### config.mk
export PLATFORM = sky130hd
export DESIGN_NAME = gpio_atomic_port
export DESIGN_NICKNAME = d
export VERILOG_FILES = /design/src/rtl/gpio_atomic_pkg.sv /design/src/rtl/gpio_sync.sv /design/src/rtl/gpio_wdecode.sv /design/src/rtl/gpio_bitreg.sv /design/src/rtl/gpio_atomic_port.sv
export SDC_FILE = /design/constraint.sdc
export NUM_CORES = 1
export LEC_CHECK = 0
export BUFFER_PORTS_ARGS = -buffer_cell sky130_fd_sc_hd__buf_2
export CORE_MARGIN = 2
export CORE_UTILIZATION = 57
export DETAILED_ROUTE_END_ITERATION = 10
export PLACE_DENSITY = 0.85
export RECOVER_POWER = 100
export SETUP_SLACK_MARGIN = 0.05
export SLEW_MARGIN = 10
export SYNTH_ARGS = -nofsm -noshare
export SYNTH_HDL_FRONTEND = slang
export SYNTH_SLANG_ARGS = --single-unit
### constraint.sdc
create_clock -name clk -period 8.5 [get_ports clk]
set_clock_uncertainty 0.2 [all_clocks]
set_input_delay 0.85 -clock clk [delete_from_list [all_inputs] [get_ports clk]]
set_output_delay 0.85 -clock clk [all_outputs]
set_load 0.01 [all_outputs]
### src/rtl/gpio_atomic_pkg.sv
package gpio_atomic_pkg;

  localparam int unsigned GP_ADDR_W = 8;

  localparam logic [GP_ADDR_W-1:0] OFS_OUT_VAL = 8'h00;
  localparam logic [GP_ADDR_W-1:0] OFS_IN_VAL  = 8'h04;
  localparam logic [GP_ADDR_W-1:0] OFS_ENA     = 8'h08;
  localparam logic [GP_ADDR_W-1:0] OFS_OUT_SET = 8'h40;
  localparam logic [GP_ADDR_W-1:0] OFS_OUT_CLR = 8'h44;
  localparam logic [GP_ADDR_W-1:0] OFS_ENA_SET = 8'h48;
  localparam logic [GP_ADDR_W-1:0] OFS_ENA_CLR = 8'h4C;

  // Index of each writable register inside the register array
  localparam int unsigned REG_OUT = 0;
  localparam int unsigned REG_ENA = 1;
  localparam int unsigned NUM_WREGS = 2;

  // Kind of read selected by an offset
  typedef enum logic [1:0] {
    RSEL_ZERO = 2'd0,
    RSEL_OUT  = 2'd1,
    RSEL_IN   = 2'd2,
    RSEL_ENA  = 2'd3
  } rsel_e;

  // Per-register write command produced by the decoder
  typedef struct packed {
    logic load;
    logic set;
    logic clr;
  } wcmd_t;

  function automatic rsel_e read_select(input logic [GP_ADDR_W-1:0] a);
    rsel_e s;
    unique case (a)
      OFS_OUT_VAL: s = RSEL_OUT;
      OFS_IN_VAL:  s = RSEL_IN;
      OFS_ENA:     s = RSEL_ENA;
      default:     s = RSEL_ZERO;
    endcase
    return s;
  endfunction

endpackage

### src/rtl/gpio_sync.sv
module gpio_sync #(
  parameter int unsigned WIDTH  = 32,
  parameter int unsigned STAGES = 2
) (
  input  logic             clk,
  input  logic             rst_n,
  input  logic [WIDTH-1:0] d_async,
  output logic [WIDTH-1:0] d_sync
);

  logic [WIDTH-1:0] stage_q [STAGES];

  genvar g;
  generate
    for (g = 0; g < STAGES; g++) begin : g_stage
      logic [WIDTH-1:0] stage_d;
      if (g == 0) begin : g_first
        always_comb stage_d = d_async;
      end else begin : g_next
        always_comb stage_d = stage_q[g-1];
      end
      always_ff @(posedge clk or negedge rst_n) begin
        if (!rst_n) stage_q[g] <= '0;
        else        stage_q[g] <= stage_d;
      end
    end
  endgenerate

  assign d_sync = stage_q[STAGES-1];

endmodule

### src/rtl/gpio_wdecode.sv
module gpio_wdecode
  import gpio_atomic_pkg::*;
#(
  parameter int unsigned ADDR_W = GP_ADDR_W
) (
  input  logic              wr,
  input  logic [ADDR_W-1:0] addr,
  output wcmd_t             cmd [NUM_WREGS]
);

  always_comb begin
    for (int r = 0; r < NUM_WREGS; r++) cmd[r] = '0;
    if (wr) begin
      unique case (addr)
        OFS_OUT_VAL: cmd[REG_OUT].load = 1'b1;
        OFS_OUT_SET: cmd[REG_OUT].set  = 1'b1;
        OFS_OUT_CLR: cmd[REG_OUT].clr  = 1'b1;
        OFS_ENA:     cmd[REG_ENA].load = 1'b1;
        OFS_ENA_SET: cmd[REG_ENA].set  = 1'b1;
        OFS_ENA_CLR: cmd[REG_ENA].clr  = 1'b1;
        default: ;
      endcase
    end
  end

endmodule

### src/rtl/gpio_bitreg.sv
module gpio_bitreg
  import gpio_atomic_pkg::*;
#(
  parameter int unsigned WIDTH = 32
) (
  input  logic             clk,
  input  logic             rst_n,
  input  wcmd_t            cmd,
  input  logic [WIDTH-1:0] wdata,
  output logic [WIDTH-1:0] q
);

  logic [WIDTH-1:0] set_mask;
  logic [WIDTH-1:0] clr_mask;
  logic [WIDTH-1:0] reg_d;
  logic             reg_en;

  // Next state: a load replaces the word; otherwise set then clear,
  // with clear winning where both masks hit the same bit.
  always_comb begin
    set_mask = cmd.set ? wdata : '0;
    clr_mask = cmd.clr ? wdata : '0;
    if (cmd.load) reg_d = wdata;
    else          reg_d = (q | set_mask) & ~clr_mask;
    reg_en = cmd.load | cmd.set | cmd.clr;
  end

  always_ff @(posedge clk or negedge rst_n) begin
    if (!rst_n)      q <= '0;
    else if (reg_en) q <= reg_d;
  end

endmodule

### src/rtl/gpio_atomic_port.sv
module gpio_atomic_port
  import gpio_atomic_pkg::*;
#(
  parameter int unsigned NPINS  = 32,
  parameter int unsigned ADDR_W = GP_ADDR_W,
  parameter int unsigned SYNC_STAGES = 2
) (
  input  logic              clk,
  input  logic              rst_n,
  input  logic [ADDR_W-1:0] bus_addr,
  input  logic              bus_wr,
  input  logic [NPINS-1:0]  bus_wdata,
  input  logic              bus_rd,
  output logic [NPINS-1:0]  bus_rdata,
  input  logic [NPINS-1:0]  pin_in,
  output logic [NPINS-1:0]  pin_out,
  output logic [NPINS-1:0]  pin_oe
);

  // Reset: asserted asynchronously, released on a clock edge
  logic rst_meta_q;
  logic rst_n_sync;

  always_ff @(posedge clk or negedge rst_n) begin
    if (!rst_n) begin
      rst_meta_q <= 1'b0;
      rst_n_sync <= 1'b0;
    end else begin
      rst_meta_q <= 1'b1;
      rst_n_sync <= rst_meta_q;
    end
  end

  // Write decode and writable registers
  wcmd_t            wcmd [NUM_WREGS];
  logic [NPINS-1:0] wreg_q [NUM_WREGS];

  gpio_wdecode #(.ADDR_W(ADDR_W)) u_wdec (
    .wr   (bus_wr),
    .addr (bus_addr),
    .cmd  (wcmd)
  );

  genvar r;
  generate
    for (r = 0; r < NUM_WREGS; r++) begin : g_wreg
      gpio_bitreg #(.WIDTH(NPINS)) u_reg (
        .clk   (clk),
        .rst_n (rst_n_sync),
        .cmd   (wcmd[r]),
        .wdata (bus_wdata),
        .q     (wreg_q[r])
      );
    end
  endgenerate

  assign pin_out = wreg_q[REG_OUT];
  assign pin_oe  = wreg_q[REG_ENA];

  // Input synchronizer
  logic [NPINS-1:0] pin_in_sync;

  gpio_sync #(.WIDTH(NPINS), .STAGES(SYNC_STAGES)) u_insync (
    .clk     (clk),
    .rst_n   (rst_n_sync),
    .d_async (pin_in),
    .d_sync  (pin_in_sync)
  );

  // Registered read path
  rsel_e            rsel;
  logic [NPINS-1:0] rdata_d;
  logic [NPINS-1:0] rdata_q;

  always_comb begin
    rsel = read_select(bus_addr);
    unique case (rsel)
      RSEL_OUT: rdata_d = wreg_q[REG_OUT];
      RSEL_IN:  rdata_d = pin_in_sync;
      RSEL_ENA: rdata_d = wreg_q[REG_ENA];
      default:  rdata_d = '0;
    endcase
    if (!bus_rd) rdata_d = '0;
  end

  always_ff @(posedge clk or negedge rst_n_sync) begin
    if (!rst_n_sync) rdata_q <= '0;
    else             rdata_q <= rdata_d;
  end

  assign bus_rdata = rdata_q;

endmodule

==> impl_results.md, run 1 <==
* Critical path required time at 8.60 ns
* Floorplan core area at 12000 um^2
* Nets at 807
* Detailed Place HPWL at 11400 um
* Port buffer count at 171
* Failing checks: capacitance limit, slew limit
* Total CTS buffers at 17
* Worst reg2reg path depth at 1
* Most used cell along the critical path: clkbuf_1
* Synth Instances at 597
* Largest net degree at the start of global routing at 80
* Drt pass-1 iters at 6
* WL per Instance at 21.5 um
* Max-slew violation count at 365
* Ant. Diodes at 0
* CP Capture Type: flip-flop
* RSZ-0062 raised after global routing: no
* DR iter-0 viols at 648
* Top post-synthesis cells by count: 162 x dfrtp_1, 66 x nand4_1, 48 x clkbuf_1, 33 x nand2_1
* Count leader, synth: dfrtp_1
* Maximum vdd drop at 0.162 mV
* Die Y-Extent at 114 um
* Biggest area consumer among synthesized cells: dfrtp_1
* Die area at 13100 um^2
* Final Critical Period at 5.61 ns
* Register area share after synthesis at 0.585
* Post-Syn Area at 6930 um^2
* CTS H-tree depth at 4
* Avg Vias per Cell at 6.56
* Critical path cell sequence: clkbuf_1, nor4_1, clkbuf_1, nand4_1, clkbuf_1, a32o_1
* Reg2Reg Setup Slack at 3.88 ns
* Synthesis warning total at 0
* Post-synth EDFFs at 0
* Leading register cell type out of synthesis: dfrtp_1
* Syn Area/Cell at 11.6 um^2
* Max_cap viols at 7
* Max stage delay cell, worst path: clkbuf_1
* Worst slew margin at -1.07
* Cell count after placement at 858
* PD cells at 218 nW/um^2
* Hold Crit Class: reg2reg
* Via Count at 5841
* GR Overflow Total at 0
* Status: finished with violations
* Hold Crit Start: u_insync.g_stage[1].stage_d[28]$_DFF_PN0_
* Clock Path Buffers at 2
* Period utilisation layout at 0.660
* Rows at 40
* Initial antenna violation count at 0
* GRT Overall Usage at 0.293
* Final ANT Viol Nets at 0
* Setup TNS at 0 ns
* Postcts setup bufs at 0
* Endpoints failing setup at 0
* Remaining routing DRC violations at 0
* Area delta synth->final at 19.3%
* Clock latency on the worst-skew pair at 0.42 ns
* Final Hold Viols at 0
* Starting Density at 0.580
* Cell Count, Final, Fillers Out at 891
* CP Max Fanout at 66
* Num Clock Sinks at 162
* Hold path cells at 0
* Crit path largest cell delay at 2.15 ns
* Reg2reg start: rst_n_sync$_DFF_PN0_
* Chip Width at 114 um
* Syn Nets at 673
* CTS Root Cell: clkbuf_16
* Synth Register Bits at 162
* Asr flop ratio synth at 1.00
* Synth top area cells: dfrtp_1 58%, nand4_1 6.0%, mux2_2 5.2%, a32o_1 4.6%, a2111oi_0 4.0%
* R2R Path End: u_insync.g_stage[1].stage_d[8]$_DFF_PN0_
* Routed wire length at 19200 um
* FILL cells at 898
* First-pass GRT wire length at 29600 um
* CTS tree: built
* Lkg Pwr at 0.00343 uW
* Vias in the first global route at 5702
* Top-area cell type share of the netlist area at 0.585
* CTS clk-pin slew, worst paths at 0.06 ns
* Setup CP Type: in2reg
* Hold path endpoint: u_insync.d_sync[28]$_DFF_PN0_
* Distinct cell type count after synthesis at 26
* Fin util at 0.691
* Worst Setup Start Kind: input pin
* Worst path arrival time at 5.71 ns
* Final Wtd Congestion at 0.809
* Worst-Margin Slew at 3.11 ns
* I/O pins at 172
* Layout cell share with drive strength beyond 1 at 0.202
* Fmax at 178 MHz
cell families after synthesis:
logic type             count (synthesis)  synth area share
AOI/OAI and AO/OA                    128             0.150
DFF                                  162             0.585
buffers and inverters                101            0.0612
other                                  1          0.000541
muxes                                 32            0.0520
and+or+nand+nor                      173             0.151
power breakdown:
part           leakage, uW  internal (uW)  switching, uW
Sequential         0.00209            812           35.5
Clock             0.000299            483            318
Combinational      0.00104           60.2           94.0
flip-flops by register name (all words and copies together), names as in the netlist:
register,count
rst_meta_q,1
u_insync.g_stage.stage_d,32
g_wreg.u_reg.q,64
bus_rdata,32
rst_n_sync,1
u_insync.d_sync,32
worst max-delay path by stage:
stage	start	end	slack, ns	cells past startpoint
finish	bus_addr[6]	g_wreg[1].u_reg.q[27]$_DFFE_PN0P_	2.89	6
global route	bus_addr[6]	g_wreg[1].u_reg.q[27]$_DFFE_PN0P_	2.64	6
CTS	bus_addr[2]	g_wreg[0].u_reg.q[30]$_DFFE_PN0P_	5.38	4
detailed placement	bus_addr[2]	g_wreg[0].u_reg.q[30]$_DFFE_PN0P_	4.95	4
global placement	bus_addr[2]	g_wreg[0].u_reg.q[30]$_DFFE_PN0P_	4.99	4
floorplan	rst_n_sync$_DFF_PN0_	bus_rdata[0]$_DFF_PN0_	3.45	0
layout make-up:
class                           count  area (um^2)  share of cell area
Clock inverter                     13          173              0.0209
Inverter                           32          120              0.0145
Multi-Input combinational cell    334         2470               0.299
Timing Repair Buffer              184          813              0.0984
Clock buffer                       19          453              0.0548
Sequential cell                   162         4050               0.490
Tap cell                          147          184              0.0222
critical path: cells and delay by family:
family / cells / cell delay [ns]
buf+inv: 3 / 3.57
compound gates: 1 / 0.54
simple gates: 2 / 0.72
layer usage:
metal | global-route usage | routed length, um | up-vias
met5 | 0 | 0 | -
met4 | 0.141 | 518 | 0
met2 | 0.440 | 9250 | 341
met3 | 0.0741 | 1680 | 49
met1 | 0.404 | 7750 | 2893
li1 | - | - | 2558
per-stage QoR:
step / setup slack, ns / cell area [um^2] / power, uW / hold slack (ns)
CTS: 5.38 / 8440 / 1820 / 0.144
floorplan: 3.45 / 6930 / 939 / 0.131
detailed placement: 4.95 / 7800 / 1020 / 0.135
finish: 2.89 / 8270 / 1800 / 0.147
global route: 2.64 / 8270 / 1860 / 0.152
global placement: 4.99 / 7800 / 1010 / 0.127
timing repair:
item / CTS / global route
gates resized for setup: 0 / 0
hold endpoints to repair: 2 / 0
hold buffers: 1 / 0
layout by cell type, fill, tap and decap left out, types with 4 or more instances in the layout:
master / instances
a2111oi_0: 32
a31o_1: 30
buf_4: 7
nand3_1: 32
clkbuf_16: 17
a32o_1: 32
a21oi_1: 32
inv_1: 32
inv_6: 4
clkbuf_1: 104
mux2_2: 32
nand4b_1: 32
buf_2: 72
nand2_1: 33
dfrtp_1: 162
nand4_1: 66
Power figures use the tool's default switching activity.
==> run 2: changes to the inputs <==
--- a/config.mk
+++ b/config.mk
@@ -7,9 +7,9 @@
 export LEC_CHECK = 0
 export BUFFER_PORTS_ARGS = -buffer_cell sky130_fd_sc_hd__buf_2
 export CORE_MARGIN = 2
-export CORE_UTILIZATION = 57
+export CORE_UTILIZATION = 48
 export DETAILED_ROUTE_END_ITERATION = 10
-export PLACE_DENSITY = 0.85
+export PLACE_DENSITY = 0.76
 export RECOVER_POWER = 100
 export SETUP_SLACK_MARGIN = 0.05
 export SLEW_MARGIN = 10
==> constraint.sdc (replaced) <==
create_clock -name clk -period 4.89 [get_ports clk]
set_clock_uncertainty 0.2 [all_clocks]
set_input_delay 0.489 -clock clk [delete_from_list [all_inputs] [get_ports clk]]
set_output_delay 0.489 -clock clk [all_outputs]
set_load 0.01 [all_outputs]
==> run 2 against run 1 <==
Effect of this change:
- the run still ends with capacitance limit, slew limit left
- core utilization decreased by 7.4 points
- power rose by 72%
- count of clock-buffer cells in the layout unchanged
- worst setup slack worse by 1.5 ns
- clock power rose by 67%
- largest power group unchanged
==> impl_results.md, run 2 (same netlist as run 1, synthesis figures left out) <==
* CP startpoint: bus_addr[6]
* Layout cell share with drive strength beyond 1 at 0.197
* Failing checks: capacitance limit, slew limit
* Worst path arrival time at 3.63 ns
* Top Usage Layer GRT: met2
* Final Critical Period at 3.51 ns
* Max_cap viols at 2
* Detailed Place HPWL at 12300 um
* GRT Overall Usage at 0.266
* Critical path required time at 5.01 ns
* RSZ-0062 raised after global routing: no
* Nets at 839
* Sequential power share at 0.476
* Ant. Diodes at 0
* Most used cell along the critical path: clkbuf_1
* Hold WS at 0.128 ns
* Max reg flops at 64
* Setup TNS at 0 ns
* Lkg Pwr at 0.00356 uW
* Area delta synth->final at 24.5%
* CP Capture Type: flip-flop
* Buf/Inv on CP at 2
* Fmax at 285 MHz
* GR Overflow Total at 0
* Largest delay share family, worst path: buffers and inverters
* Reg2Reg Setup Slack at 2.01 ns
* Cell count after placement at 891
* Final Wtd Congestion at 0.858
* CTS Root Cell: clkbuf_16
* Initial antenna violation count at 0
* Status: finished with violations
* Worst reg2reg path depth at 0
* Critical path cell sequence: clkbuf_1, nor4bb_1, clkbuf_1, nand4_1, a32o_1
* Pre-CTS setup slack at 1.68 ns
* Num Clock Sinks at 162
* Worst-Margin Slew at 2.67 ns
* CTS H-tree depth at 4
* Port buffer count at 171
* Clock power frac at 0.431
* Clock latency on the worst-skew pair at 0.43 ns
* Max stage delay cell, worst path: clkbuf_1
* Setup CP Type: in2reg
* WL per Instance at 21.2 um
* Drt pass-1 iters at 5
* Period utilisation layout at 0.719
* Fin worst setup slack at 1.38 ns
* Comb power frac at 0.094
* Postcts setup bufs at 0
* Sw Ratio at 0.257
* Vias in the first global route at 5750
* Final ANT Viol Nets at 0
* Crit path largest cell delay at 1.15 ns
* Rows at 43
* Worst setup endpoint: g_wreg[1].u_reg.q[23]$_DFFE_PN0P_
* R2R Path End: u_insync.g_stage[1].stage_d[22]$_DFF_PN0_
* I/O pins at 172
* CTS tree: built
* Chip Width at 124 um
* Hold Crit Class: in2reg
* Die Y-Extent at 124 um
* Worst Setup Start Kind: input pin
* PD cells at 360 nW/um^2
* Commonest non-fill, non-tap cells in the layout: 162 x dfrtp_1, 101 x clkbuf_1, 71 x buf_2
* Cell Count, Final, Fillers Out at 956
* Routed wire length at 20200 um
* Starting Density at 0.496
* CP Max Fanout at 34
* Met3 Usage GRT at 0.0623
* Final Hold Viols at 0
* Via Count at 5950
* Switching Power at 798 uW
* Total CTS buffers at 17
* DR iter-0 viols at 812
* Met1 usage at 0.340
* Met2 GRT Util at 0.428
* Most common cell after layout, fill and taps aside: dfrtp_1
* Reg2reg start: rst_n_sync$_DFF_PN0_
* Clock Path Buffers at 2
* FILL cells at 1178
* Worst slew margin at -0.781
* Floorplan core area at 14000 um^2
* Avg Vias per Cell at 6.22
* Largest net degree at the start of global routing at 93
* Maximum vdd drop at 0.218 mV
* Stages on worst setup path at 5
* Remaining routing DRC violations at 0
* Int Pwr at 2310 uW
* Max-slew violation count at 104
* CTS clk-pin slew, worst paths at 0.07 ns
* Die area at 15400 um^2
* Reg with most FFs: g_wreg.u_reg.q
* First-pass GRT wire length at 30700 um
* Endpoints failing setup at 0
[run 2: changes by cell type in the layout (fill, tap and decap cells not counted), sizes merged]
| cell | delta |
|---|---|
| buf | +4 |
| bufinv | -1 |
| clkbuf | -4 |
| clkinvlp | +2 |
| dlygate4sd3 | +32 |
| inv | -1 |
[run 2: worst min path at each step]
| stage | startpoint | to | slack [ns] | cells after the start |
|---|---|---|---|---|
| 2_1_floorplan | rst_n | rst_meta_q$_DFF_PN0_ | -0.007 | 0 |
| 3_3_place_gp | rst_n | rst_meta_q$_DFF_PN0_ | 0.08 | 1 |
| 3_5_place_dp | rst_n | rst_meta_q$_DFF_PN0_ | 0.08 | 1 |
| 4_1_cts | bus_wdata[13] | g_wreg[1].u_reg.q[13]$_DFFE_PN0P_ | 0.11 | 2 |
| 5_1_grt | bus_wdata[4] | g_wreg[1].u_reg.q[4]$_DFFE_PN0P_ | 0.13 | 2 |
| 6_report | bus_wdata[13] | g_wreg[1].u_reg.q[13]$_DFFE_PN0P_ | 0.13 | 2 |
[run 2: per-layer routing]
metal  vias to the layer above  routed length (um)
met5                         -                   0
met4                         0                 663
met3                        48                1510
met2                       269               10000
met1                      3015                8050
li1                       2618                   -
[run 2: power groups by stage]
stage               Sequential [uW]  Clock, uW  Combinational [uW]
floorplan                      1510          0                 119
global placement               1500          0                 272
detailed placement             1500          0                 279
CTS                            1480       1360                 300
global route                   1490       1420                 313
finish                         1480       1340                 291
[run 2: what timing repair did]
action / 4_1_cts / 5_1_grt
gates resized for setup: 0 / 0
hold buffers: 33 / 0
hold endpoints to repair: 34 / 0
[run 2: final cells by class]
cell class | count | area, um^2 | area share
Sequential cell | 162 | 4050 | 0.470
Timing Repair Buffer | 216 | 1160 | 0.135
Multi-Input combinational cell | 334 | 2470 | 0.286
Clock buffer | 19 | 443 | 0.0513
Inverter | 32 | 120 | 0.0139
Tap cell | 180 | 225 | 0.0261
Clock inverter | 13 | 151 | 0.0175
[run 2: through the flow]
stage / total power, uW / utilization / cell area [um^2]
3_5_place_dp: 1780 / 0.562 / 7860
4_1_cts: 3130 / 0.628 / 8780
5_1_grt: 3220 / 0.617 / 8630
2_1_floorplan: 1630 / - / 6930
6_report: 3110 / 0.617 / 8630
3_3_place_gp: 1770 / 0.562 / 7860
